$ cat src/rtl/irqc_pkg.sv
package irqc_pkg;
  localparam int DATA_W = 32;
  localparam int SW_BIT = 31;
  localparam logic [1:0] A_CFG  = 2'd0;
  localparam logic [1:0] A_STAT = 2'd1;
  localparam logic [1:0] A_EN   = 2'd2;

  // Strobes from the control FSM to the datapath pin register
  typedef struct packed {
    logic pinOn;
    logic pinOff;
  } irqc_strobe_t;
endpackage

$ cat src/rtl/irqc_regs.sv
module irqc_regs
  import irqc_pkg::*;
#(
  parameter int NUM_SRC = 8
) (
  input  logic               clk,
  input  logic               rstN,
  input  logic               wrEn,
  input  logic [1:0]         addr,
  input  logic [DATA_W-1:0]  wrData,
  input  logic [NUM_SRC-1:0] srcIn,
  input  irqc_strobe_t       strobe,
  output logic [DATA_W-1:0]  rdData,
  output logic               pending,
  output logic [7:0]         holdVal,
  output logic               irqOut,
  output logic               irqOe
);
  logic [7:0]         cfgHold;
  logic               cfgPol;
  logic               cfgDrv;
  logic [NUM_SRC-1:0] enQ;
  logic               swEnQ;
  logic [NUM_SRC-1:0] statVec;
  logic               swStatQ;
  logic               pinAct;
  logic               actNext;
  logic               clrReq;
  logic               unusedWrBits;

  assign clrReq       = wrEn && (addr == A_STAT);
  assign unusedWrBits = ^wrData;

  always_ff @(posedge clk or negedge rstN) begin
    if (!rstN) begin
      cfgHold <= '0;
      cfgPol  <= 1'b0;
      cfgDrv  <= 1'b0;
      enQ     <= '0;
      swEnQ   <= 1'b0;
    end else if (wrEn) begin
      if (addr == A_CFG) begin
        cfgHold <= wrData[31:24];
        cfgPol  <= wrData[1];
        cfgDrv  <= wrData[0];
      end
      if (addr == A_EN) begin
        enQ   <= wrData[NUM_SRC-1:0];
        swEnQ <= wrData[SW_BIT];
      end
    end
  end

  // One sticky status cell per source; clear refused while source is high
  for (genvar i = 0; i < NUM_SRC; i++) begin : g_stat
    logic bitQ;
    always_ff @(posedge clk or negedge rstN) begin
      if (!rstN) bitQ <= 1'b0;
      else       bitQ <= srcIn[i] | (bitQ & ~(clrReq & wrData[i]));
    end
    assign statVec[i] = bitQ;
  end

  always_ff @(posedge clk or negedge rstN) begin
    if (!rstN) swStatQ <= 1'b0;
    else       swStatQ <= swEnQ | (swStatQ & ~(clrReq & wrData[SW_BIT]));
  end

  assign pending = (|(statVec & enQ)) | (swStatQ & swEnQ);
  assign holdVal = cfgHold;

  assign actNext = strobe.pinOn | (pinAct & ~strobe.pinOff);

  // Pin drivers are flops so the pad sees no combinational glitch
  always_ff @(posedge clk or negedge rstN) begin
    if (!rstN) begin
      pinAct <= 1'b0;
      irqOut <= 1'b0;
      irqOe  <= 1'b0;
    end else begin
      pinAct <= actNext;
      if (cfgDrv) begin
        irqOut <= actNext ? cfgPol : ~cfgPol;
        irqOe  <= 1'b1;
      end else begin
        irqOut <= 1'b0;
        irqOe  <= actNext;
      end
    end
  end

  always_comb begin
    rdData = '0;
    case (addr)
      A_CFG: begin
        rdData[31:24] = cfgHold;
        rdData[1]     = cfgPol;
        rdData[0]     = cfgDrv;
      end
      A_STAT: begin
        rdData[NUM_SRC-1:0] = statVec;
        rdData[SW_BIT]      = swStatQ;
      end
      A_EN: begin
        rdData[NUM_SRC-1:0] = enQ;
        rdData[SW_BIT]      = swEnQ;
      end
      default: rdData = '0;
    endcase
  end
endmodule

$ cat src/rtl/irqc_ctrl.sv
module irqc_ctrl
  import irqc_pkg::*;
#(
  parameter int TICK_DIV = 2000
) (
  input  logic         clk,
  input  logic         rstN,
  input  logic         pending,
  input  logic [7:0]   holdVal,
  output irqc_strobe_t strobe
);
  localparam int DIV_W = (TICK_DIV > 1) ? $clog2(TICK_DIV) : 1;
  localparam logic [DIV_W-1:0] DIV_LAST = DIV_W'(TICK_DIV - 1);

  typedef enum logic [1:0] { S_IDLE, S_ACTIVE, S_HOLD } state_t;

  state_t           state;
  logic [DIV_W-1:0] divCnt;
  logic [7:0]       holdCnt;
  logic             tick;

  assign tick = (divCnt == DIV_LAST);

  always_comb begin
    strobe.pinOn  = (state == S_IDLE) && pending;
    strobe.pinOff = (state == S_ACTIVE) && !pending;
  end

  // 10 us divider, restarted on release so the hold-off is exact
  always_ff @(posedge clk or negedge rstN) begin
    if (!rstN)                      divCnt <= '0;
    else if (strobe.pinOff || tick) divCnt <= '0;
    else                            divCnt <= divCnt + 1'b1;
  end

  always_ff @(posedge clk or negedge rstN) begin
    if (!rstN) begin
      state   <= S_IDLE;
      holdCnt <= '0;
    end else begin
      case (state)
        S_IDLE:   if (strobe.pinOn) state <= S_ACTIVE;
        S_ACTIVE: if (strobe.pinOff) begin
          holdCnt <= holdVal;
          state   <= (holdVal != 8'd0) ? S_HOLD : S_IDLE;
        end
        S_HOLD:   if (tick) begin
          holdCnt <= holdCnt - 8'd1;
          if (holdCnt == 8'd1) state <= S_IDLE;
        end
        default:  state <= S_IDLE;
      endcase
    end
  end
endmodule

$ cat src/rtl/irqc_top.sv
module irqc_top
  import irqc_pkg::*;
#(
  parameter int NUM_SRC  = 8,
  parameter int TICK_DIV = 2000
) (
  input  logic               clk,
  input  logic               rstN,
  input  logic               wrEn,
  input  logic [1:0]         addr,
  input  logic [31:0]        wrData,
  output logic [31:0]        rdData,
  input  logic [NUM_SRC-1:0] srcIn,
  output logic               irqOut,
  output logic               irqOe
);
  irqc_strobe_t strobe;
  logic         pending;
  logic [7:0]   holdVal;

  irqc_regs #(.NUM_SRC(NUM_SRC)) u_regs (
    .clk(clk), .rstN(rstN), .wrEn(wrEn), .addr(addr), .wrData(wrData),
    .srcIn(srcIn), .strobe(strobe), .rdData(rdData), .pending(pending),
    .holdVal(holdVal), .irqOut(irqOut), .irqOe(irqOe)
  );

  irqc_ctrl #(.TICK_DIV(TICK_DIV)) u_ctrl (
    .clk(clk), .rstN(rstN), .pending(pending), .holdVal(holdVal),
    .strobe(strobe)
  );
endmodule

$ cat config.mk
export PLATFORM = sky130hd
export DESIGN_NAME = irqc_top
export DESIGN_NICKNAME = d
export VERILOG_FILES = /design/src/rtl/irqc_pkg.sv /design/src/rtl/irqc_regs.sv /design/src/rtl/irqc_ctrl.sv /design/src/rtl/irqc_top.sv
export SDC_FILE = /design/constraint.sdc
export NUM_CORES = 1
export LEC_CHECK = 0
export ABC_AREA = 1
export CAP_MARGIN = 30
export CORE_ASPECT_RATIO = 2
export CORE_MARGIN = 10
export CORE_UTILIZATION = 49
export DETAILED_ROUTE_END_ITERATION = 8
export GPL_ROUTABILITY_DRIVEN = 0
export PLACE_DENSITY = 0.92
export SLEW_MARGIN = 10
export SYNTH_ARGS = -nofsm -noshare
export SYNTH_HDL_FRONTEND = slang
export SYNTH_SLANG_ARGS = --single-unit
$ cat constraint.sdc
create_clock -name clk -period 1.7 [get_ports clk]
set_clock_uncertainty 0.1 [all_clocks]
set_input_delay 0.255 -clock clk [delete_from_list [all_inputs] [get_ports clk]]
set_output_delay 0.255 -clock clk [all_outputs]
set_load 0.02 [all_outputs]
==> results.json, run 1 <==
{
  "status": "finished, final reports clean",
  "insertion_delay_ns": 0.30,
  "netSwitchingFraction": 0.404,
  "setup_violations": 0,
  "powerDensity_mw_per_mm2": 1310,
  "gr-usage-met2": 0.300,
  "critPathArrivalTime_ns": 1.79,
  "yosys.area.top_type": "dfrtp_1",
  "internal_power_mw": 2.87,
  "drtIter0Drc": 173,
  "dp_hpwl_um": 5850,
  "clock_power_share": 0.212,
  "rows": 40,
  "setup_ws_ns": 0.0493,
  "cts_max_path_buffers": 2,
  "multi_input_area_mm2": 0.00134,
  "post-place-ws_ns": -0.677,
  "final_core_util": 0.620,
  "syn_inst": 397,
  "power_frac_seq": 0.386,
  "drive_gt1_frac": 0.136,
  "diodes": 0,
  "avgRoutedWirePerCell_um": 15.0,
  "chipWidth_um": 74.9,
  "clock_sinks": 52,
  "netlist_area_mm2": 0.00295,
  "coreArea_mm2": 0.00596,
  "drv_slew": 0,
  "grt.overflow.total": 0,
  "route.detailed.drc": 0,
  "p_switching_mw": 1.95,
  "critPathLaunchType": "register",
  "grt.busiest_layer": "met2",
  "vdd_drop_max_uv": 943,
  "ys_seq_elements": 52,
  "htreeDepth": 2,
  "final_nets": 510,
  "ant_nets": 0,
  "p_comb_frac": 0.402,
  "criticalPathCategory": "reg2reg",
  "grt_pass1_wl_um": 12500,
  "syn_avg_cell_area_um2": 7.43,
  "areaGrowthSynthToFinish_pct": 25.1,
  "synthTopCellsByArea": "dfrtp_1 (44%), nand2_1 (15%), inv_1 (8.4%)",
  "first_pass_iters": 5,
  "hold_viol": 0,
  "num_io_pins": 79,
  "routed_via_density": 5.28,
  "grt_use_met3": 0.0395,
  "grt_antenna_before_repair": 0,
  "grt_max_degree": 22,
  "synth_cell_type_count": 28,
  "power.leakage_nw": 1.94,
  "cts_tree": "done",
  "num-fill-cells": 465,
  "dieArea_mm2": 0.00972,
  "period_share": 0.971,
  "num_vias": 2733,
  "seq_area_mm2": 0.00130,
  "start_util": 0.496,
  "numCtsBuffers": 5,
  "die_h_um": 130,
  "totalWireLength_um": 7750,
  "fmax_ghz": 0.606,
  "cts.clk_slew.worst_paths_ns": 0.07,
  "hp-class": "in2async",
  "worst_ep_required_time_ns": 1.84,
  "maxCapViolCount": 0,
  "ys_warn_count": 0,
  "crit_path_end_kind": "register",
  "clockRootBuffer": "clkbuf_16",
  "grt.met1_usage": 0.153,
  "synth_top_cell_area_share": 0.441,
  "ys_seq_area_frac": 0.441,
  "grt_pass1_vias": 2811,
  "track_usage": 0.162,
  "crit_fanout": 3,
  "min_period_ns": 1.65,
  "io_buffers": 46
}
[worst paths after layout]
check,from,to,slack [ns],cells after the start
max,u_ctrl.divCnt[1],u_ctrl.state[1],0.05,8
min,rstN,u_ctrl.divCnt[1],0.33,2
max reg2reg,u_ctrl.divCnt[1],u_ctrl.state[1],0.05,8
min reg2reg,u_ctrl.holdCnt[1],u_ctrl.holdCnt[1],0.40,2
max in group asynchronous,rstN,u_ctrl.holdCnt[5],0.67,3
min in group clk,srcIn[5],u_regs.g_stat[5].bitQ,0.38,3
[cell families (layout without fill, tap and decap cells)]
| logic type | Yosys count | in the layout | synth area share |
|---|---|---|---|
| AOI/OAI and AO/OA | 53 | 53 | 0.0933 |
| xor gates and xnor gates | 3 | 3 | 0.00890 |
| adders and majority gates | 10 | 10 | 0.0424 |
| buffers and inverters | 91 | 133 | 0.140 |
| DFF | 52 | 52 | 0.441 |
| other | 1 | 16 | 0.00127 |
| and+or+nand+nor | 187 | 188 | 0.273 |
[cells in the final DEF (no fill, tap or decap), types with 2 or more instances in the layout]
| cell | netlist | final |
|---|---|---|
| nand2_1 | 118 | 118 |
| inv_1 | 66 | 62 |
| dfrtp_1 | 52 | 52 |
| o21ai_0 | 29 | 27 |
| clkdlybuf4s50_1 | 0 | 27 |
| nor2_1 | 23 | 23 |
| nand3_1 | 21 | 21 |
| a21oi_1 | 19 | 18 |
| conb_1 | 1 | 16 |
| buf_4 | 16 | 16 |
| ha_1 | 10 | 8 |
| clkdlybuf4s15_2 | 0 | 7 |
| nor3_1 | 6 | 6 |
| nand2_2 | 6 | 6 |
| clkbuf_16 | 0 | 5 |
| buf_2 | 3 | 4 |
| inv_2 | 0 | 3 |
| nor2_2 | 3 | 3 |
| o21ai_1 | 2 | 3 |
| o21ai_2 | 2 | 3 |
| buf_12 | 0 | 3 |
| nand3_4 | 1 | 2 |
| nand3b_1 | 2 | 2 |
| nor3b_1 | 2 | 2 |
| xor2_1 | 2 | 2 |
| nand4_1 | 2 | 2 |
| ha_4 | 0 | 2 |
| clkbuf_2 | 0 | 2 |
[power groups by stage]
stage	clock, mW	combinational, mW	sequential (mW)
floorplan	0	1.37	1.78
global placement	0	1.69	1.83
finish	1.03	1.94	1.86
detailed placement	0	1.79	1.85
global route	1.09	2.17	1.90
CTS	1.04	1.81	1.83
[worst max-delay path: stages (launching register included)]
cell,delay [ns]
dfrtp_1,0.41
ha_4,0.18
nand3_4,0.08
nand3b_1,0.22
nand2_2,0.17
nand2_1,0.13
nor2_1,0.16
nand2_1,0.08
nand2_1,0.07
[Yosys cell counts]
master,instances
ha_1,10
a21oi_1,19
clkbuf_1,5
nor3_1,6
buf_6,1
xor2_1,2
nand2_2,6
buf_4,16
buf_2,3
nand2_1,118
o21ai_0,29
nor3_2,1
nor2_1,23
xnor2_1,1
nand3b_1,2
inv_1,66
o21ai_1,2
conb_1,1
nand3_1,21
o21a_1,1
and3_1,1
dfrtp_1,52
nor3b_1,2
o21ai_2,2
nand3_4,1
nand4_1,2
nand3_2,1
nor2_2,3
[state kept, by name, indices dropped and copies added, names as in the netlist]
signal	cells
u_regs.irqOut	1
u_regs.cfgDrv	1
u_regs.enQ	8
u_ctrl.holdCnt	8
u_regs.cfgPol	1
u_ctrl.divCnt	11
u_regs.holdVal	8
u_regs.g_stat.bitQ	8
u_regs.pinAct	1
u_regs.swStatQ	1
u_regs.irqOe	1
u_regs.swEnQ	1
u_ctrl.state	2
[through the flow]
step / std cells / power [mW] / hold slack (ns) / TNS [ns] / area, µm²
after floorplan: 412 / 3.16 / -0.141 / 0 / 3010
after global placement: 509 / 3.52 / 0.120 / -11.64 / 3510
after detailed placement: 509 / 3.63 / 0.120 / -14.32 / 3510
after CTS: 517 / 4.67 / 0.340 / 0 / 3660
after global routing: 518 / 5.16 / 0.373 / -0.0131 / 3690
final: 518 / 4.83 / 0.331 / 0 / 3690
[per-layer routing]
metal | up-vias | wire (µm)
met2 | 101 | 4340
met4 | 0 | 272
li1 | 1310 | -
met3 | 22 | 472
met1 | 1300 | 2670
met5 | - | 0
[cell type report]
type                    instances  share of cell area
inverters                      66              0.0678
well taps                      63              0.0214
multi-input cells             270               0.364
repair buffers                 60               0.154
clock inverters                 1             0.00237
flip-flops and latches         52               0.353
clock buffers                   6              0.0376
[timing repair]
action | in CTS | in global routing
gates cloned | 0 | 1
pin swaps | 0 | 4
resized for setup | 74 | 9
endpoints found under the hold margin | 16 | 0
buffers inserted | 0 | 0
setup endpoints to repair | 20 | 24
hold buffers | 1 | 0
No activity file was read; power rests on OpenSTA's default activity.
==> run 2: changes to the inputs <==
--- a/config.mk
+++ b/config.mk
@@ -12,8 +12,9 @@
 export CORE_UTILIZATION = 49
 export DETAILED_ROUTE_END_ITERATION = 8
 export GPL_ROUTABILITY_DRIVEN = 0
-export PLACE_DENSITY = 0.92
+export PLACE_DENSITY = 0.89
 export SLEW_MARGIN = 10
 export SYNTH_ARGS = -nofsm -noshare
 export SYNTH_HDL_FRONTEND = slang
+export SYNTH_HIERARCHICAL = 1
 export SYNTH_SLANG_ARGS = --single-unit
==> results.json, run 2 <==
{
  "final_cell_mix": "nand2_1 (128), inv_1 (55), dfrtp_1 (52), nand3_1 (28)",
  "synthTopCellsByArea": "dfrtp_1 (43%), nand2_1 (16%), inv_1 (7.4%)",
  "drive_gt1_frac": 0.175,
  "crit_top_cell": "nand2_1",
  "netSwitchingFraction": 0.365,
  "critPathArrivalTime_ns": 1.68,
  "routed_via_density": 5.21,
  "clockRootBuffer": "clkbuf_16",
  "dpl_cell_area_mm2": 0.00357,
  "path_buf_inv": 2,
  "io_buffers": 46,
  "grt.overflow.total": 0,
  "drv_slew": 0,
  "final_common_cell": "nand2_1",
  "critPathLaunchType": "register",
  "dp_hpwl_um": 5900,
  "grt_pass1_wl_um": 13400,
  "synthFlopType": "dfrtp_1",
  "criticalPathCategory": "reg2reg",
  "dieArea_mm2": 0.00995,
  "syn_inst": 406,
  "coreArea_mm2": 0.00601,
  "totalWireLength_um": 7770,
  "final_core_util": 0.620,
  "ys_warn_count": 6,
  "status": "finished, final reports clean",
  "period_share": 0.949,
  "route.detailed.drc": 0,
  "placed_cells": 518,
  "diodes": 0,
  "rsz0062_at_grt": "no",
  "syn_avg_cell_area_um2": 7.49,
  "insertion_delay_ns": 0.29,
  "final_nets": 515,
  "fmax_ghz": 0.620,
  "p_comb_frac": 0.327,
  "cts_max_path_buffers": 2,
  "areaGrowthSynthToFinish_pct": 22.5,
  "ys_seq_elements": 52,
  "setup_violations": 0,
  "ant_nets": 0,
  "powerDensity_mw_per_mm2": 1180,
  "hold_viol": 0,
  "num_vias": 2747,
  "numCtsBuffers": 5,
  "cts_tree": "done",
  "grt_pass1_vias": 3013,
  "min_period_ns": 1.61,
  "holdWs_ns": 0.372,
  "slowest_stage": "dfrtp_1",
  "setup_ws_ns": 0.0862,
  "crit_family": "simple AND/OR/NAND/NOR gates",
  "largest_reg_flops": 11,
  "crit_path_end_kind": "register",
  "cts.clk_slew.worst_paths_ns": 0.07,
  "clock_power_share": 0.261,
  "vdd_drop_max_uv": 982,
  "top_register": "u_ctrl/divCnt",
  "num_io_pins": 79,
  "track_usage": 0.169,
  "ys_seq_area_frac": 0.428,
  "crit_fanout": 3,
  "start_util": 0.506,
  "internal_power_mw": 2.79,
  "clock_sinks": 52,
  "synth.most_common_cell": "nand2_1",
  "drtIter0Drc": 169,
  "avgRoutedWirePerCell_um": 14.7,
  "htreeDepth": 2,
  "power.leakage_nw": 1.92,
  "rows": 40,
  "cp_cell_sequence": "nand2_1 > nand3_1 > nor2_2 > nand2_1 > inv_2 > nor3_1 > inv_1 > a21oi_1 > nor2_1",
  "synth_edf_count": 0,
  "stdcell_area_mm2": 0.00373,
  "grt_antenna_before_repair": 0,
  "hp-class": "in2async",
  "netlist_top_cells_count": "nand2_1 (130), inv_1 (60), dfrtp_1 (52), nand3_1 (28), nor2_1 (28)",
  "netlist_area_mm2": 0.00304,
  "chipWidth_um": 75.7,
  "die_h_um": 131,
  "grt_max_degree": 53,
  "final_cell_count_no_fill": 527,
  "yosys.area.top_type": "dfrtp_1",
  "p_switching_mw": 1.60,
  "power_frac_seq": 0.412,
  "worst_ep_required_time_ns": 1.77,
  "post-place-ws_ns": -0.707,
  "synth_cell_type_count": 27,
  "first_pass_iters": 4,
  "synth_top_cell_area_share": 0.428,
  "async_flop_share": 1.00,
  "slowest_delay_ns": 0.38,
  "maxCapViolCount": 0
}
==> run 2: changes by cell type after synthesis, sizes merged, moves of 2 or more <==
cell | previous run | this run
nor2 | 26 | 30
buf | 20 | 27
clkbuf | 5 | 0
a21oi | 19 | 11
o21ai | 33 | 38
ha | 10 | 7
inv | 66 | 61
nand3 | 23 | 31
nand3b | 2 | 0
nand2 | 124 | 134
==> run 2: layout make-up <==
cell class	instances	area, µm²
Clock buffer	5	125
Clock inverter	3	42.5
Fill cell	507	2280
Inverter	62	238
Multi-Input combinational cell	280	1390
Sequential cell	52	1300
Tap cell	63	78.8
Timing Repair Buffer	62	549
==> run 2: stage by stage <==
step	total power [mW]	TNS, ns
global placement	3.14	-11.74
floorplan	2.74	0
finish	4.39	0
detailed placement	3.23	-14.42
global route	4.68	0
CTS	4.38	0
==> run 2: final timing paths <==
kind | from | to | slack [ns] | cells past startpoint
max | u_regs/g_stat[2].bitQ | u_regs/irqOut | 0.09 | 9
min | rstN | u_ctrl/holdCnt[0] | 0.37 | 3
max reg2reg | u_regs/g_stat[2].bitQ | u_regs/irqOut | 0.09 | 9
min reg2reg | u_ctrl/state[1] | u_ctrl/state[0] | 0.40 | 1
max in group asynchronous | rstN | u_ctrl/divCnt[7] | 0.89 | 3
min in group clk | srcIn[1] | u_regs/g_stat[1].bitQ | 0.38 | 3
==> run 2: routing by layer <==
metal  wire length [µm]  vias to the layer above  GRT usage
li1                   -                     1333          -
met3                318                       32     0.0377
met2               4400                       94      0.311
met1               2640                     1288      0.153
met4                408                        0      0.108
met5                  0                        -          0
==> run 2: worst reg2reg max path: stages (launching register included) <==
cell     delay [ns]
dfrtp_1        0.38
nand2_1        0.07
nand3_1        0.09
nor2_2         0.04
nand2_1        0.06
inv_2          0.06
nor3_1         0.23
inv_1          0.10
a21oi_1        0.24
nor2_1         0.11
==> run 2: what timing repair did <==
item	CTS	global route
pin swaps	0	0
setup buffers	0	0
hold endpoints to repair	52	0
endpoints found under the setup margin	16	32
hold buffers	1	0
gates resized for setup	73	14
==> run 2: cell families (layout without fill, tap and decap cells) <==
kind of cell | count (synthesis) | in the layout | share of synthesized area
AO/OA/AOI/OAI | 49 | 49 | 0.102
XOR/XNOR | 1 | 1 | 0.00288
adder cells (fa/ha/maj) | 7 | 7 | 0.0288
buffers and inverters | 89 | 132 | 0.148
flip-flops | 52 | 52 | 0.428
other | 1 | 16 | 0.00123
AND/OR/NAND/NOR | 207 | 207 | 0.290
==> run 2: power groups by stage <==
stage / registers (mW) / logic, mW / clock network [mW]
5_1_grt: 1.85 / 1.62 / 1.21
2_1_floorplan: 1.77 / 0.971 / 0
6_report: 1.81 / 1.44 / 1.14
4_1_cts: 1.81 / 1.42 / 1.16
3_3_place_gp: 1.80 / 1.34 / 0
3_5_place_dp: 1.82 / 1.40 / 0
